**src/rtl/vcrc_pkg.sv**
```systemverilog
// Shared types for the video signature accumulator.
// Channel codes match the index of the channel inside a packed
// [2:0][W-1:0] pixel vector (0 blue, 1 green, 2 red).
package vcrc_pkg;
    typedef enum logic [1:0] {
        CH_BLUE  = 2'b00,
        CH_GREEN = 2'b01,
        CH_RED   = 2'b10,
        CH_NONE  = 2'b11
    } chan_e;
endpackage

```
**src/rtl/vcrc_pattern_gen.sv**
```systemverilog
// Self-test pattern source: a 3*CH_W-bit counter split into three
// channel words (blue lowest). Assumes clear_i takes priority over
// step_i; counter is cleared by reset.
module vcrc_pattern_gen #(
    parameter int CH_W = 8
) (
    input  logic                   clk_i,
    input  logic                   rst_ni,
    input  logic                   clear_i,
    input  logic                   step_i,
    output logic [2:0][CH_W-1:0]   pat_o
);
    localparam int PAT_W = 3 * CH_W;

    logic [PAT_W-1:0] count_q;

    // Count active pixels; restart on clear or reset.
    always_ff @(posedge clk_i) begin
        if (!rst_ni || clear_i) begin
            count_q <= '0;
        end else if (step_i) begin
            count_q <= count_q + 1'b1;
        end
    end

    assign pat_o = count_q;


    pat_clear_chk: assert property (@(posedge clk_i) disable iff (!rst_ni)
        clear_i |=> (pat_o == '0));


    pat_step_chk: assert property (@(posedge clk_i) disable iff (!rst_ni)
        (step_i && !clear_i) |=> (pat_o == $past(pat_o) + 1'b1));
endmodule

```
**src/rtl/vcrc_lane_select.sv**
```systemverilog
// Picks the data source (pixel or pattern), then one channel and one
// bit lane of it. Purely combinational. Assumes lane_i < CH_W.
module vcrc_lane_select
    import vcrc_pkg::*;
#(
    parameter int CH_W   = 8,
    parameter int LANE_W = $clog2(CH_W)
) (
    input  logic [2:0][CH_W-1:0] pix_i,
    input  logic [2:0][CH_W-1:0] pat_i,
    input  logic                 use_pat_i,
    input  chan_e                chan_i,
    input  logic [LANE_W-1:0]    lane_i,
    output logic                 bit_o,
    output logic                 bit_en_o
);
    logic [2:0][CH_W-1:0] src;
    logic [CH_W-1:0]      word;

    // One source multiplexer per color channel.
    for (genvar k = 0; k < 3; k++) begin : g_src
        assign src[k] = use_pat_i ? pat_i[k] : pix_i[k];
    end

    // Choose the channel word and the selected lane bit.
    always_comb begin
        unique case (chan_i)
            CH_BLUE:  word = src[0];
            CH_GREEN: word = src[1];
            CH_RED:   word = src[2];
            default:  word = '0;
        endcase
        bit_o    = word[lane_i];
        bit_en_o = (chan_i != CH_NONE);
    end
endmodule

```
**src/rtl/vcrc_engine.sv**
```systemverilog
// Serial CRC register with start detection. A falling hold bit
// clears the register; otherwise one bit is shifted per shift_i.
// The register is deliberately not reset: reset only freezes it and
// restores the start detector to the resting (hold=1) state.
module vcrc_engine #(
    parameter int               CRC_W = 16,
    parameter logic [CRC_W-1:0] POLY  = 16'h1021
) (
    input  logic             clk_i,
    input  logic             rst_ni,
    input  logic             hold_i,
    input  logic             shift_i,
    input  logic             bit_i,
    output logic             start_o,
    output logic [CRC_W-1:0] crc_o
);
    logic             hold_prev_q;
    logic [CRC_W-1:0] crc_q;
    logic [CRC_W-1:0] crc_next;
    logic             fb;

    // Remember the hold bit of the previous edge; rest state is 1.
    always_ff @(posedge clk_i) begin
        if (!rst_ni) hold_prev_q <= 1'b1;
        else         hold_prev_q <= hold_i;
    end

    assign start_o = hold_prev_q & ~hold_i;

    // One serial CRC step, MSB first.
    always_comb begin
        fb       = crc_q[CRC_W-1] ^ bit_i;
        crc_next = {crc_q[CRC_W-2:0], 1'b0} ^ (fb ? POLY : '0);
    end

    // Signature register: cleared on start, shifted while running.
    always_ff @(posedge clk_i) begin
        if (rst_ni) begin
            if (start_o)                 crc_q <= '0;
            else if (!hold_i && shift_i) crc_q <= crc_next;
        end
    end

    assign crc_o = crc_q;


    start_clear_chk: assert property (@(posedge clk_i) disable iff (!rst_ni)
        start_o |=> (crc_o == '0));


    idle_hold_chk: assert property (@(posedge clk_i) disable iff (!rst_ni)
        hold_i |=> $stable(crc_o));


    no_shift_chk: assert property (@(posedge clk_i) disable iff (!rst_ni)
        (!shift_i && !start_o) |=> $stable(crc_o));


    shift_in_chk: assert property (@(posedge clk_i) disable iff (!rst_ni)
        (shift_i && !hold_i && !start_o) |=>
        (crc_o[0] == ($past(crc_o[CRC_W-1]) ^ $past(bit_i))));
endmodule

```
**src/rtl/video_crc_sig.sv**
```systemverilog
// Top of the video signature accumulator. Decodes the control field,
// gates shifting by display-active and pixel-valid, and presents the
// signature as low and high bytes. Assumes CRC_W > 8.
module video_crc_sig
    import vcrc_pkg::*;
#(
    parameter int               CH_W  = 8,
    parameter int               CRC_W = 16,
    parameter logic [CRC_W-1:0] POLY  = 16'h1021,
    localparam int              LANE_W  = $clog2(CH_W),
    localparam int              CTL_MSB = LANE_W + 4
) (
    input  logic               clk_i,
    input  logic               rst_ni,
    input  logic [CTL_MSB:1]   ctl_i,
    input  logic [CH_W-1:0]    red_i,
    input  logic [CH_W-1:0]    grn_i,
    input  logic [CH_W-1:0]    blu_i,
    input  logic               pix_valid_i,
    input  logic               active_i,
    output logic [7:0]         sig_lo_o,
    output logic [CRC_W-9:0]   sig_hi_o
);
    chan_e                chan;
    logic [LANE_W-1:0]    lane;
    logic                 hold;
    logic                 use_pat;
    logic                 pix_here;
    logic                 start;
    logic                 sel_bit;
    logic                 sel_en;
    logic [2:0][CH_W-1:0] pix_vec;
    logic [2:0][CH_W-1:0] pat_vec;
    logic [CRC_W-1:0]     crc;

    // Decode control fields and the per-pixel gate.
    always_comb begin
        chan     = chan_e'(ctl_i[CTL_MSB:CTL_MSB-1]);
        lane     = ctl_i[LANE_W+2:3];
        hold     = ctl_i[2];
        use_pat  = ctl_i[1];
        pix_here = active_i & pix_valid_i;
        pix_vec  = {red_i, grn_i, blu_i};
    end

    vcrc_pattern_gen #(.CH_W(CH_W)) u_pat (
        .clk_i   (clk_i),
        .rst_ni  (rst_ni),
        .clear_i (start),
        .step_i  (pix_here & ~hold),
        .pat_o   (pat_vec)
    );

    vcrc_lane_select #(.CH_W(CH_W), .LANE_W(LANE_W)) u_sel (
        .pix_i     (pix_vec),
        .pat_i     (pat_vec),
        .use_pat_i (use_pat),
        .chan_i    (chan),
        .lane_i    (lane),
        .bit_o     (sel_bit),
        .bit_en_o  (sel_en)
    );

    vcrc_engine #(.CRC_W(CRC_W), .POLY(POLY)) u_eng (
        .clk_i   (clk_i),
        .rst_ni  (rst_ni),
        .hold_i  (hold),
        .shift_i (pix_here & sel_en),
        .bit_i   (sel_bit),
        .start_o (start),
        .crc_o   (crc)
    );

    assign sig_lo_o = crc[7:0];
    assign sig_hi_o = crc[CRC_W-1:8];


    no_chan_hold_chk: assert property (@(posedge clk_i) disable iff (!rst_ni)
        (chan == CH_NONE && !start) |=> $stable({sig_hi_o, sig_lo_o}));
endmodule

```
**config.mk**
```make
export PLATFORM = sky130hd
export DESIGN_NAME = video_crc_sig
export DESIGN_NICKNAME = d
export VERILOG_FILES = /design/src/rtl/vcrc_pkg.sv /design/src/rtl/vcrc_pattern_gen.sv /design/src/rtl/vcrc_lane_select.sv /design/src/rtl/vcrc_engine.sv /design/src/rtl/video_crc_sig.sv
export SDC_FILE = /design/constraint.sdc
export NUM_CORES = 1
export LEC_CHECK = 0
export BUFFER_PORTS_ARGS = -buffer_cell sky130_fd_sc_hd__buf_2
export CORE_AREA = 4 4 93 117
export DETAILED_ROUTE_END_ITERATION = 16
export DIE_AREA = 0 0 97 121
export GPL_TIMING_DRIVEN = 0
export HOLD_SLACK_MARGIN = 0.1
export PLACE_DENSITY = 0.51
export SYNTH_ARGS = -nofsm -noshare
export SYNTH_HDL_FRONTEND = slang
export SYNTH_SLANG_ARGS = --single-unit
```
**constraint.sdc**
```tcl
create_clock -name clk_i -period 2 [get_ports clk_i]
set_input_delay 0 -clock clk_i [delete_from_list [all_inputs] [get_ports clk_i]]
set_output_delay 0 -clock clk_i [all_outputs]
set_load 0.02 [all_outputs]
```
==> summary.md <==
| Metric | Value |
|---|---|
| WS Path Type | reg -> reg |
| Total gr overflow | 0 |
| Longest Clk Path Bufs | 2 |
| Vias | 1885 |
| GRT Overall Usage | approximately 10% |
| Commonest non-fill, non-tap cells in the layout | buf_2, nor2_1, dfxtp_1 |
| Ys Warns | 0 |
| First-pass GRT wire length | 9480 µm |
| R2r setup slk | ~0.017 ns |
| Worst Setup End Kind | flip-flop |
| Area growth, synth to finish | 28.21% |
| ANT cells | 0 |
| GP Congestion | 0.7752 |
| Drt drc | 0 |
| Outcome | finished clean |
| Final std cells w/o fill | 420 |
| Count of cell types in the netlist | 40 |
| Die width | approximately 97 µm |
| CP delay by family, top | compound AO/OA/AOI/OAI gates |
| Fin crit share | 99.13% |
| Peak supply drop | 0.2868 mV |
| Fmax achieved | around 500 MHz |
| First-pass DRT Iterations | 4 |
| Crit path to | u_eng.crc_o[12]$_SDFFCE_PP0P_ |
| CTS tree | built |
| Vias in the first global route | 1850 |
| Finish-stage setup viols | 0 |
| Worst Tran Pin Value | 0.7709 ns |
| Core Area | 0.009901 mm² |
| Worst path required time | 2.02 ns |
| # clock sinks | between 40 and 50 |
| Most common cell after layout, fill and taps aside | buf_2 |
| Final wirelength | 5781 µm |
| Vias per inst | 4.488 |
| Nets | 326 |
| Hold Slack | about 0.14 ns |
| Crit Reg-Reg Startpoint | u_pat.pat_o[10]$_SDFFE_PP0P_ |
| CP Depth | 7 |
| Number of I/O port buffers | 48 |
| Setup crit start kind | flip-flop |
| Syn avg cell area | 10.10 µm² |
| Pins Over Slew Limit | 0 |
| Hpwl dp | 4471 µm |
| Crit. Startpoint | u_pat.pat_o[10]$_SDFFE_PP0P_ |
| Initial antenna violation count | 0 |
| Hold Crit Depth | 3 |
| Cell area after synthesis | between 0.002 and 0.0025 mm² |
| Hold Crit Class | in -> reg |
| Starting Density | 23.25% |
| Design Area, Final | 0.002952 mm² |
| Full die area | 0.01174 mm² |
| Post-synth net total | around 260 |
| H-Tree Depth | 2 |
| Largest net degree at the start of global routing | 17 |
| CP max FO | 6 |
| Die height | 121 µm |
| TNS Setup | 0 ns |
| Sequential area share after synthesis | a little over two fifths |
| Most used cell, CP | a221oi_2 |
| Reg2Reg Capture Point | u_eng.crc_o[12]$_SDFFCE_PP0P_ |
| PwrDens | 696.5 mW/mm² |
| Flops & latches, synth | roughly 40 |
| Layout cells sized above 1 | 34.36% |
| Slew margin rel. | 48.38% |
| CTS clk-pin slew, worst paths | 0.06 ns |
| Cell count after synthesis | 228 |
| LEAKAGE | 1.138 nW |
| Worst path slowest cell | mux4_2 |
| Clk_lat worst skew | 0.28 ns |
| DRT antenna net count | 0 |
| CP arrival | 2.00 ns |
| CTS Buf Count | 5 |
| Placed insts | 405 |
| Hold Path Origin | ctl_i[2] |
| Max-capacitance violation count | 0 |
| Ports | 51 |
| Worst reg2reg path depth | 7 |
| Clock Skew | 0.005428 ns |
| Root buffer cell | clkbuf_16 |
| Clock period minus worst slack | between 1.5 and 2 ns |
| Worst Path Buf+Inv | 1 |
| CP cell instances | mux4_2 -> a221oi_2 -> nor4_2 -> a221oi_2 -> buf_4 -> or3_1 -> a21oi_1 |
| Drt first-iter violations | 77 |
| Row count | ~40 |
| Max stage delay on crit path | 0.50 ns |
| Drt wl/cell | 13.76 µm |
| RSZ-0062 raised after global routing | true |
| Final core occ | 29.81% |
| Final Hold Fails | 0 |
| Area after DPL | 0.002704 mm² |
-- cell families (layout without fill, tap and decap cells) --
family / count (synthesis) / count (layout) / synth area share, %
flip-flops: 41 / 41 / 42.61
AO/OA/AOI/OAI: 34 / 34 / 9.348
multiplexers: 18 / 18 / 11.74
adder cells (fa/ha/maj): 1 / 1 / 0.5434
XOR/XNOR: 19 / 19 / 7.228
AND/OR/NAND/NOR: 88 / 88 / 20.76
buffers and inverters: 27 / 90 / 7.771
-- tightest hold or removal path, delay by kind of cell --
family          cells  cell delay (ns)
buf+inv             1             0.11
simple gates        1             0.08
compound gates      1             0.11
-- registers in the layout (all words and copies together) (netlist names) --
name               count
u_pat.pat_o           24
u_eng.hold_prev_q      1
u_eng.crc_o           16
-- routing by layer --
metal	share of wire (%)	vias up	GRT usage, %
met5	0	-	0
met2	47	63	16.93
met1	43	879	12.37
met3	7.4	10	2.818
met4	2.7	0	4.653
li1	-	933	-
-- power by group --
group | switching (W) | internal, W
clock network | 0.000313 | 0.000585
logic | 0.000131 | 0.000123
registers | 0.0000106 | 0.000893
-- stage by stage --
stage	setup slack, ns	total power (W)
finish	0.01736	0.002056
global placement	-0.1394	0.001169
detailed placement	-0.1569	0.001171
global route	-0.04342	0.002151
CTS	0.004975	0.002089
floorplan	0.1165	0.001081
-- cell type report --
class / instances / area [µm²]
Clock inverter: 2 / 33.78
Timing Repair Buffer: 55 / 297.8
Multi-Input combinational cell: 160 / 1162
Tap cell: 129 / 161.4
Clock buffer: 6 / 128.9
Sequential cell: 41 / 988.4
Buffer: 23 / 163.9
Inverter: 4 / 15.01
Fill cell: 1065 / 6949
-- worst min path at each step --
stage                                               to  slack (ns)
after floorplan           u_eng.hold_prev_q$_SDFF_PN1_        0.07
after global placement    u_eng.hold_prev_q$_SDFF_PN1_        0.21
after detailed placement  u_eng.hold_prev_q$_SDFF_PN1_        0.22
after CTS                 u_eng.crc_o[0]$_SDFFCE_PP0P_        0.13
after global routing      u_eng.crc_o[0]$_SDFFCE_PP0P_        0.16
final                     u_eng.crc_o[0]$_SDFFCE_PP0P_        0.14
-- Yosys cell counts --
| cell | n | share of area [%] |
|---|---|---|
| and2_1 | 15 | 4.1 |
| mux2_2 | 6 | 2.9 |
| nor4_1 | 1 | 0.27 |
| nand3_1 | 4 | 0.87 |
| a21oi_1 | 13 | 2.8 |
| a211oi_1 | 1 | 0.33 |
| nand4_1 | 4 | 1.1 |
| a221o_1 | 2 | 0.87 |
| nor3_1 | 3 | 0.65 |
| buf_2 | 4 | 0.87 |
| a22o_1 | 1 | 0.38 |
| or2_0 | 1 | 0.27 |
| and3_1 | 5 | 1.4 |
| and4_1 | 4 | 1.5 |
| mux4_1 | 2 | 2.3 |
| inv_1 | 4 | 0.65 |
| a221oi_2 | 1 | 0.65 |
| nand2b_1 | 3 | 0.82 |
| or3_1 | 9 | 2.4 |
| o211ai_1 | 1 | 0.33 |
| ha_1 | 1 | 0.54 |
| a22oi_1 | 1 | 0.33 |
| o21ai_0 | 10 | 2.2 |
| a21o_1 | 1 | 0.33 |
| mux4_2 | 4 | 3.9 |
| nor2_1 | 19 | 3.1 |
| xor2_1 | 7 | 2.7 |
| dfxtp_1 | 25 | 22 |
| mux2i_1 | 6 | 2.6 |
| clkbuf_1 | 4 | 0.65 |
| buf_4 | 13 | 4.2 |
| buf_6 | 1 | 0.49 |
| buf_12 | 1 | 0.87 |
| nand2_1 | 12 | 2.0 |
| edfxtp_1 | 16 | 21 |
| and3b_1 | 1 | 0.38 |
| a221oi_1 | 3 | 1.1 |
| nor2b_1 | 6 | 1.6 |
| xnor2_1 | 12 | 4.6 |
| and3_2 | 1 | 0.33 |
-- repair_timing --
action,in CTS,in global routing
hold buffers,2,0
pin swaps,0,4
buffers inserted,1,4
hold endpoints to repair,1,0
setup endpoints to repair,19,14
gates resized for setup,3,7
Power figures use the tool's default switching activity.
